<file path="config.mk">
export PLATFORM = sky130hd
export DESIGN_NAME = tmr_chan
export DESIGN_NICKNAME = d
export VERILOG_FILES = /design/src/rtl/tmr_chan_pkg.sv /design/src/rtl/tmr_chan_flag.sv /design/src/rtl/tmr_chan_capture.sv /design/src/rtl/tmr_chan_out.sv /design/src/rtl/tmr_chan.sv
export SDC_FILE = /design/constraint.sdc
export NUM_CORES = 1
export LEC_CHECK = 0
export BUFFER_PORTS_ARGS = -buffer_cell sky130_fd_sc_hd__buf_2
export CORE_MARGIN = 1
export CORE_UTILIZATION = 45
export DETAILED_ROUTE_END_ITERATION = 16
export GPL_TIMING_DRIVEN = 1
export PLACE_DENSITY = 0.74
export SYNTH_ARGS = -nofsm -noshare
export SYNTH_HDL_FRONTEND = slang
export SYNTH_SLANG_ARGS = --single-unit
</file>
<file path="constraint.sdc">
create_clock -name clk -period 3.1 [get_ports clk]
set_input_delay 0 -clock clk [delete_from_list [all_inputs] [get_ports clk]]
set_output_delay 0 -clock clk [all_outputs]
set_load 0.02 [all_outputs]
</file>
<file path="src/rtl/tmr_chan_pkg.sv">
package tmr_chan_pkg;

    typedef enum logic [1:0] {
        MODE_CAP  = 2'd0,
        MODE_CMP  = 2'd1,
        MODE_EPWM = 2'd2,
        MODE_CPWM = 2'd3
    } chan_mode_e;

    typedef enum logic [1:0] {
        FLG_IDLE  = 2'd0,
        FLG_SET   = 2'd1,
        FLG_ARMED = 2'd2
    } flag_state_e;

    typedef enum logic {
        LVL_LOW  = 1'b0,
        LVL_HIGH = 1'b1
    } pin_lvl_e;

    // status/control byte bit positions (software decodes these)
    localparam int CTL_FLAG = 7;
    localparam int CTL_IE   = 6;
    localparam int CTL_MSB  = 5;
    localparam int CTL_MSA  = 4;
    localparam int CTL_EL_H = 3;
    localparam int CTL_EL_L = 2;

    function automatic chan_mode_e decode_mode(input logic center,
                                               input logic msb,
                                               input logic msa);
        if (center)   return MODE_CPWM;
        else if (msb) return MODE_EPWM;
        else if (msa) return MODE_CMP;
        else          return MODE_CAP;
    endfunction

endpackage

</file>
<file path="src/rtl/tmr_chan_flag.sv">
module tmr_chan_flag
    import tmr_chan_pkg::*;
(
    input  logic clk,
    input  logic rst_n,
    input  logic evt_i,
    input  logic rd_ctl_i,
    input  logic wr_ctl_i,
    input  logic wr_flag_bit_i,
    output logic flag_o
);

    flag_state_e state_q, state_d;

    always_ff @(posedge clk or negedge rst_n) begin
        if (!rst_n) state_q <= FLG_IDLE;
        else        state_q <= state_d;
    end

    always_comb begin
        state_d = state_q;
        unique case (state_q)
            FLG_IDLE: begin
                if (evt_i) state_d = FLG_SET;
            end
            FLG_SET: begin
                if (evt_i)         state_d = FLG_SET;
                else if (rd_ctl_i) state_d = FLG_ARMED;
            end
            FLG_ARMED: begin
                if (evt_i)                            state_d = FLG_SET;
                else if (wr_ctl_i && !wr_flag_bit_i)  state_d = FLG_IDLE;
            end
            default: state_d = FLG_IDLE;
        endcase
    end

    always_comb flag_o = (state_q != FLG_IDLE);


    evt_cancel_chk: assert property (@(posedge clk) disable iff (!rst_n)
        evt_i |=> state_q == FLG_SET);


    no_blind_clear_chk: assert property (@(posedge clk) disable iff (!rst_n)
        (state_q == FLG_SET && !rd_ctl_i) |=> state_q != FLG_IDLE);

endmodule

</file>
<file path="src/rtl/tmr_chan_capture.sv">
module tmr_chan_capture #(
    parameter int SYNC = 2
) (
    input  logic       clk,
    input  logic       rst_n,
    input  logic       pin_i,
    input  logic       en_i,
    input  logic [1:0] edge_sel_i,
    output logic       cap_o
);

    localparam int LAST = SYNC;

    // sh[0..SYNC-1] synchronizer, sh[SYNC] previous synchronized level
    logic [LAST:0] sh_q;

    always_ff @(posedge clk or negedge rst_n) begin
        if (!rst_n) sh_q <= '0;
        else        sh_q <= {sh_q[LAST-1:0], pin_i};
    end

    logic now_lvl, old_lvl, rise, fall;

    always_comb begin
        now_lvl = sh_q[LAST-1];
        old_lvl = sh_q[LAST];
        rise    = now_lvl && !old_lvl;
        fall    = !now_lvl && old_lvl;
        cap_o   = 1'b0;
        if (en_i) begin
            unique case (edge_sel_i)
                2'b01:   cap_o = rise;
                2'b10:   cap_o = fall;
                2'b11:   cap_o = rise || fall;
                default: cap_o = 1'b0;
            endcase
        end
    end

endmodule

</file>
<file path="src/rtl/tmr_chan_out.sv">
module tmr_chan_out
    import tmr_chan_pkg::*;
(
    input  logic       clk,
    input  logic       rst_n,
    input  chan_mode_e mode_i,
    input  logic [1:0] els_i,
    input  logic       match_i,
    input  logic       wrap_i,
    output logic       pin_o
);

    pin_lvl_e lvl_q, lvl_d;

    always_ff @(posedge clk or negedge rst_n) begin
        if (!rst_n) lvl_q <= LVL_LOW;
        else        lvl_q <= lvl_d;
    end

    always_comb begin
        lvl_d = lvl_q;
        if (els_i != 2'b00) begin
            unique case (mode_i)
                MODE_CAP: lvl_d = lvl_q;
                MODE_CMP: begin
                    if (match_i) begin
                        unique case (els_i)
                            2'b01:   lvl_d = (lvl_q == LVL_HIGH) ? LVL_LOW : LVL_HIGH;
                            2'b10:   lvl_d = LVL_LOW;
                            default: lvl_d = LVL_HIGH;
                        endcase
                    end
                end
                MODE_EPWM: begin
                    if (match_i)     lvl_d = els_i[0] ? LVL_HIGH : LVL_LOW;
                    else if (wrap_i) lvl_d = els_i[0] ? LVL_LOW  : LVL_HIGH;
                end
                MODE_CPWM: begin
                    if (match_i) lvl_d = (lvl_q == LVL_HIGH) ? LVL_LOW : LVL_HIGH;
                end
                default: lvl_d = lvl_q;
            endcase
        end
    end

    always_comb pin_o = (lvl_q == LVL_HIGH);


    released_hold_chk: assert property (@(posedge clk) disable iff (!rst_n)
        (els_i == 2'b00) |=> $stable(lvl_q));


    epwm_match_chk: assert property (@(posedge clk) disable iff (!rst_n)
        (mode_i == MODE_EPWM && els_i != 2'b00 && match_i)
            |=> pin_o == $past(els_i[0]));

endmodule

</file>
<file path="src/rtl/tmr_chan.sv">
module tmr_chan
    import tmr_chan_pkg::*;
#(
    parameter int CW   = 16,
    parameter int SYNC = 2
) (
    input  logic          clk,
    input  logic          rst_n,
    input  logic [CW-1:0] cnt_i,
    input  logic          cnt_step_i,
    input  logic          center_i,
    input  logic          pin_i,
    input  logic          bus_sel_i,
    input  logic          bus_rd_i,
    input  logic          bus_wr_i,
    input  logic [CW-1:0] bus_wdata_i,
    output logic [CW-1:0] bus_rdata_o,
    output logic          pin_o,
    output logic          pin_oe_o,
    output logic          irq_o
);

    localparam int CTL_W = 8;

    initial begin
        if (CW < CTL_W) $error("tmr_chan: CW must be at least %0d", CTL_W);
        if (SYNC < 1)   $error("tmr_chan: SYNC must be at least 1");
    end

    logic          ie_q, msb_q, msa_q;
    logic [1:0]    els_q;
    logic [CW-1:0] val_q;
    chan_mode_e    mode;
    logic          match, wrap, cap_evt, evt, flag;
    logic          wr_ctl, wr_val, rd_ctl;

    always_comb begin
        mode   = decode_mode(center_i, msb_q, msa_q);
        match  = cnt_step_i && (cnt_i == val_q);
        wrap   = cnt_step_i && (cnt_i == '0);
        evt    = (mode == MODE_CAP) ? cap_evt : match;
        wr_ctl = bus_wr_i && !bus_sel_i;
        wr_val = bus_wr_i && bus_sel_i;
        rd_ctl = bus_rd_i && !bus_sel_i;
    end

    always_ff @(posedge clk or negedge rst_n) begin
        if (!rst_n) begin
            ie_q  <= 1'b0;
            msb_q <= 1'b0;
            msa_q <= 1'b0;
            els_q <= 2'b00;
        end else if (wr_ctl) begin
            ie_q  <= bus_wdata_i[CTL_IE];
            msb_q <= bus_wdata_i[CTL_MSB];
            msa_q <= bus_wdata_i[CTL_MSA];
            els_q <= bus_wdata_i[CTL_EL_H:CTL_EL_L];
        end
    end

    always_ff @(posedge clk or negedge rst_n) begin
        if (!rst_n)       val_q <= '0;
        else if (cap_evt) val_q <= cnt_i;
        else if (wr_val)  val_q <= bus_wdata_i;
    end

    tmr_chan_capture #(.SYNC(SYNC)) u_cap (
        .clk        (clk),
        .rst_n      (rst_n),
        .pin_i      (pin_i),
        .en_i       (mode == MODE_CAP),
        .edge_sel_i (els_q),
        .cap_o      (cap_evt)
    );

    tmr_chan_flag u_flag (
        .clk           (clk),
        .rst_n         (rst_n),
        .evt_i         (evt),
        .rd_ctl_i      (rd_ctl),
        .wr_ctl_i      (wr_ctl),
        .wr_flag_bit_i (bus_wdata_i[CTL_FLAG]),
        .flag_o        (flag)
    );

    tmr_chan_out u_out (
        .clk     (clk),
        .rst_n   (rst_n),
        .mode_i  (mode),
        .els_i   (els_q),
        .match_i (match),
        .wrap_i  (wrap),
        .pin_o   (pin_o)
    );

    logic [CTL_W-1:0] ctl_byte;

    always_comb begin
        ctl_byte                     = '0;
        ctl_byte[CTL_FLAG]           = flag;
        ctl_byte[CTL_IE]             = ie_q;
        ctl_byte[CTL_MSB]            = msb_q;
        ctl_byte[CTL_MSA]            = msa_q;
        ctl_byte[CTL_EL_H:CTL_EL_L]  = els_q;
        bus_rdata_o                  = '0;
        if (bus_sel_i) bus_rdata_o = val_q;
        else           bus_rdata_o[CTL_W-1:0] = ctl_byte;
        pin_oe_o = (els_q != 2'b00);
        irq_o    = flag && ie_q;
    end


    cap_mode_chk: assert property (@(posedge clk) disable iff (!rst_n)
        cap_evt |-> mode == MODE_CAP);


    cap_latch_chk: assert property (@(posedge clk) disable iff (!rst_n)
        cap_evt |=> val_q == $past(cnt_i));


    no_step_no_match_chk: assert property (@(posedge clk) disable iff (!rst_n)
        (!cnt_step_i && mode != MODE_CAP && !rd_ctl && !wr_ctl) |=> $stable(flag));

endmodule

</file>
# Word-level counts from Yosys, hierarchy flattened
# Cells that the tools add are included.
classes:
  eq_ne: 15
  n_mux: 25
  bitwise: 1
  reduce_logical: 22
op_table:
  columns: ["operator", "n"]
  rows:
  - ["two-way mux 16 bit", 2]
  - ["equality test 16 bit", 1]
  - ["logical NOT 16 bit", 1]
  - ["two-way mux 8 bit", 2]
  - ["two-way mux 2 bit", 7]
  - ["equality test 2 bit, second input constant", 5]
  - ["two-way mux 1 bit", 10]
  - ["logical AND 1 bit", 9]
  - ["equality test 2 x 1 -> 1 bit, second input constant", 3]
  - ["!= test 2 bit, second input constant", 3]
  - ["!= test 3 x 2 -> 1 bit, second input constant", 2]
  - ["one-hot mux 1 bit (3 select lines)", 2]
  - ["one-hot mux 2 bit (3 select lines)", 1]
  - ["nonzero test 2 bit", 3]
  - ["AND reduction 5 bit", 1]
  - ["logical NOT 1 bit", 4]
  - ["logical NOT 2 bit", 2]
  - ["!= test 3 bit, second input constant", 1]
  - ["AND reduction 3 bit", 1]
  - ["one-hot mux 1 bit (2 select lines)", 1]
  - ["logical OR 1 bit", 1]
  - ["NOT 1 bit", 1]
totals:
  register_bits: 27
  inputBits: 40
  output_inout_bits: 19
  elab_cells: 71

# Depth between registers and ports, before layout
logic_depth:
  ltp_word: 8
  depth_mapped: 9
  depth_no_buf: 8

# Cells and area by module
# From an unflattened synthesis, not the netlist that was laid out.
hier_totals:
  cells_unflattened: 176
  hier_area_um2: 1677.9
by_module_without_submodules:
  columns: ["module", "instances", "cells_each", "area_per_inst_um2", "seq_area_each_um2"]
  rows:
  - ["tmr_chan", 1, 139, 1336.3, 525.5]
  - ["tmr_chan_capture", 1, 12, 137.6, 75.1]
  - ["tmr_chan_out", 1, 15, 107.6, 25.0]
  - ["tmr_chan_flag", 1, 10, 96.3, 50.0]

# Worst setup path after synthesis
# OpenSTA, ideal clock, no wires.
synth_timing:
  path_kind: "register to register"
  from: "register val_q[5]"
  to: "register u_out.lvl_q, in the netlist u_out.pin_o"
  setup_ns: 0.125
  arrival_ns: 1.711
  required_time_ns: 2.975
  slack_ns: 1.264
  stages_incl_launch_ff: 7
  path_buffers: 0
  period_less_slack_ns: 1.836
  path_cell_list: "dfrtp_1 > xor2_1 > nor4_1 > nand3_1 > or3_1 > a41o_1 > mux2_2"
synth_via:
  elab_chain_len: 4
  word_cells_on_any_way: 8
  cone_classes: "4 x eq/ne; 2 x mux; 2 x reduce/logical"
synth_rtl:
  columns: ["element", "line", "text"]
  rows:
  - ["start: declaration", "tmr_chan.sv:32", "logic [CW-1:0] val_q;"]
  - ["start signal: assignment", "tmr_chan.sv:63", "else if (cap_evt) val_q <= cnt_i;"]
  - ["start signal: assignment", "tmr_chan.sv:64", "else if (wr_val) val_q <= bus_wdata_i;"]
  - ["equality test 16 bit (*)", "tmr_chan.sv:39", "match = cnt_step_i && (cnt_i == val_q);"]
  - ["logical AND 1 bit (*)", "tmr_chan.sv:39", null]
  - ["!= test 3 x 2 -> 1 bit (no line), or another cell as far along", null, null]
  - ["AND reduction 5 bit (no line) / one-hot mux 1 bit (3 select lines) (equally long branches)", null, null]
  - ["end signal: assignment", "tmr_chan_out.sv:17", "else lvl_q <= lvl_d;"]
  - ["end: declaration", "tmr_chan_out.sv:13", "pin_lvl_e lvl_q, lvl_d;"]
# Every way passes the cells marked *; elsewhere a longest branch is shown, timed or not.
# A chain may end at the register's enable or synchronous reset.

# Worst setup path in the final report
layout_timing:
  from: "register u_cap.sh_q[1]"
  to: "register val_q[1]"
layout_via:
  elab_chain_len: 6
  word_cells_on_any_way: 8
  cone_classes: "3 x mux; 5 x reduce/logical"
layout_rtl:
  columns: ["element", "line", "text"]
  rows:
  - ["start: declaration", "tmr_chan_capture.sv:15", "logic [LAST:0] sh_q;"]
  - ["start signal: assignment", "tmr_chan_capture.sv:19", "else sh_q <= {sh_q[LAST-1:0], pin_i};"]
  - ["logical NOT 1 bit", "tmr_chan_capture.sv:28", "fall = !now_lvl && old_lvl;"]
  - ["logical AND 1 bit", "tmr_chan_capture.sv:28", null]
  - ["logical OR 1 bit", "tmr_chan_capture.sv:34", "2'b11: cap_o = rise || fall;"]
  - ["one-hot mux 1 bit (3 select lines) (*)", "tmr_chan_capture.sv:31", "unique case (edge_sel_i)"]
  - ["two-way mux 1 bit (*)", "tmr_chan_capture.sv:30", "if (en_i) begin"]
  - ["two-way mux 16 bit / nonzero test 2 bit (equally long branches)", null, null]
# Marks and branches as above.

==> flow_summary.toml <==
[critical_path]
critPathKind = "reg -> reg"
path_depth = 8
slowest_delay_ps = 580
worstPathRequired_ps = 3320
crit_chain = "inv_1, ha_1, o21ai_0, a22oi_1, nor2_1, buf_4, o21ai_0, dlygate4sd3_1"
critPathArrivalTime_ps = 2430
crit_path_end_kind = "register"
worstPathBufferInverterCount = 3
startpoint_type = "register"
crit_top_cell = "o21ai_0"
reg2reg_depth = 8
cp_max_fo = 33
slowest_stage = "dlygate4sd3_1"
critPathTopFamily = "buffers and inverters"

[power_and_ir_drop]
ir_drop_v = 0.0002726
p_leak_uw = 0.001134
power_density_nw_per_um2 = 455.7

[synthesis]
ys_seq_elements = 27
synth_adder_area_share_pct = 1.553
synth-compound-area-share_pct = 10.87
synth.area.top_cells = "dfrtp_1 42%, mux2i_1 9.9%, xor2_1 8.2%"
postSynthCellCount = 169
yosysTopAreaCellShare_pct = 41.93
yosysMostFrequentCell = "dfrtp_1"
dominantRegCellSynth = "dfrtp_1"
async_flop_share_pct = 100.0
ys_seq_area_share_pct = 41.93
yosysWarningCount = 0
syn_area_um2 = 1612
synthDistinctLibCells = 26
yosysTopAreaCell = "dfrtp_1"
yosys.area_share.simple_pct = 17.00
synth_mux_area_share_pct = 16.93
synth_edf_count = 0
synth_commonest_cells = "27 x dfrtp_1, 21 x o21ai_0, 18 x nand2_1"
synth_xor_area_share_pct = 8.696
syn_nets = 211
synth_top_family_by_area = "simple AND/OR/NAND/NOR gates"
avgSynthCellArea_um2 = 9.536

[floorplan]
die_h_um = 61.85
io_pins = 59
rows = 21
start_util_pct = 47.55
core_um2 = 3390
dieWidth_um = 61.85
die_area_um2 = 3825

[timing]
period_share_pct = 71.05
skew_ps = 11.30
report.final.slew_viol_count = 0
layout_min_cycle_time_ps = 2203
finalHoldViolCount = 0
worstMarginPinSlew_ps = 913.2
rsz0062_at_grt = "false"
timing.fmax_ghz = 0.4540
max_slew_margin_pct = 38.97
tns_ps = 0
setup_viol = 0

[clocking]
cts_buffers = 3
cts_tree = "built"
post-cts-setup-buffers = 0
clockBufferDepth = 2
clock_latency_ps = 340
htreeDepth = 1
path_clk_slew_ps = 150
cts_root_buf = "clkbuf_4"
clock-sinks = 27

[global_routing]
antenna_found_initial = 0
grt_pass1_vias = 1564
grt_start_max_net_pins = 34
grt-ovfl-total = 0
grt_pass1_wl_um = 7031
gr-usage-all-layers_pct = 25.76

[drt]
ant_nets = 0
via_per_inst = 5.242
routed_wl_um = 4540
drtIter0Drc = 133
dr.pass1.iters = 4
vias = 1604
drc = 0
wl_per_cell_um = 14.84

[worst_hold_path]
hold_path.class = "in -> reg"
whs_path_depth = 4

[placement]
placed_cells = 267
gp_congestion = 0.8575
io_buffers = 58
dp_hpwl_um = 2911

[finish]
drive_above_1_share_pct = 28.08
final_cells = 306
nets = 303
seqCellArea_um2 = 675.6
antenna_cells = 0
n_fill_cell = 279
multi_input_comb_area_um2 = 887.1
areaGrowthSynthToFinish_pct = 43.79

[status]
status = "finished clean"

[flow_run]
maxCapViolations = 0
==> cell type report <==
type	count	share of cell area, %
Multi-Input combinational cell	129	38.28
Sequential cell	27	29.16
Timing Repair Buffer	94	27.97
Tap cell	46	2.484
Clock buffer	4	1.134
Inverter	6	0.9719
==> power breakdown <==
group | switching (µW) | internal, µW | leakage (µW)
clock | 108 | 50.6 | 0.0000150
sequential | 70.4 | 418 | 0.000324
combinational | 198 | 211 | 0.000795
total | 376 | 680 | 0.00113
==> worst reg2reg max path, cell delays in order, from the launching register on <==
cell	delay (ps)
dfrtp_1	400
inv_1	50
ha_1	270
o21ai_0	140
a22oi_1	110
nor2_1	100
buf_4	300
o21ai_0	150
dlygate4sd3_1	580
==> cell usage in the layout (no fill, tap or decap), types with 2 or more instances in the layout <==
| cell | netlist | layout |
|---|---|---|
| mux2_2 | 10 | 10 |
| inv_1 | 6 | 6 |
| or3_1 | 2 | 2 |
| o21a_1 | 3 | 3 |
| xor2_1 | 15 | 15 |
| nand3_1 | 2 | 2 |
| a22oi_1 | 2 | 2 |
| nor4_1 | 6 | 6 |
| o21ai_0 | 21 | 21 |
| nand2b_1 | 2 | 2 |
| and2_1 | 10 | 10 |
| buf_2 | 0 | 58 |
| clkbuf_4 | 0 | 3 |
| nor2_1 | 7 | 7 |
| nor3_1 | 2 | 2 |
| nand2_1 | 18 | 18 |
| nand4_1 | 2 | 2 |
| ha_1 | 2 | 2 |
| dfrtp_1 | 27 | 27 |
| mux2i_1 | 16 | 16 |
| a21oi_1 | 3 | 3 |
| dlygate4sd3_1 | 0 | 35 |
==> logic make-up after synthesis <==
group,Yosys count
DFF,27
adders and majority gates,2
AOI/OAI and AO/OA,31
xor gates and xnor gates,16
muxes,26
buffers and inverters,13
and+or+nand+nor,54
==> layer usage <==
metal | GRT usage, % | routed length [µm] | vias up
met5 | 0 | 0 | -
met4 | 10.79 | 93 | 0
met3 | 2.484 | 233 | 12
met2 | 45.16 | 2223 | 76
met1 | 32.50 | 1990 | 743
li1 | - | - | 773
==> timing repair <==
action                                  in CTS  in global routing
endpoints found under the setup margin       0                  0
hold endpoints to repair                    50                  0
gates resized for setup                      0                  0
hold buffers                                35                  0
==> sequential cells by signal, summed over array words and instances, names as in the netlist <==
name            flops
val_q              16
u_cap.sh_q          3
els_q               2
u_flag.state_q      2
ie_q                1
msa_q               1
msb_q               1
u_out.pin_o         1
==> path summary, 6_finish.rpt <==
check	slack, ps	to	from
min in group asynchronous	180	val_q[15]	rst_n
worst max register to register	900	val_q[1]	u_cap.sh_q[1]
worst min register to register	370	u_cap.sh_q[1]	u_cap.sh_q[0]
max in group asynchronous	2510	val_q[12]	rst_n
worst max-delay path	900	val_q[1]	u_cap.sh_q[1]
worst min-delay path	140	u_flag.state_q[1]	bus_wdata_i[7]
==> stage by stage <==
step	util, %	power, µW	hold WS, ps	worst slack, ps	cell area [µm²]
floorplan	-	694.8	-295.6	1264	1612
global placement	57.25	810.6	46.94	1205	1941
detailed placement	57.25	818.9	46.29	1170	1941
CTS	68.36	1039	140.8	932.2	2317
global route	68.36	1114	147.5	730.1	2317
finish	68.36	1056	142.0	897.4	2317
Note: power is estimated with default switching activity, not from simulation.
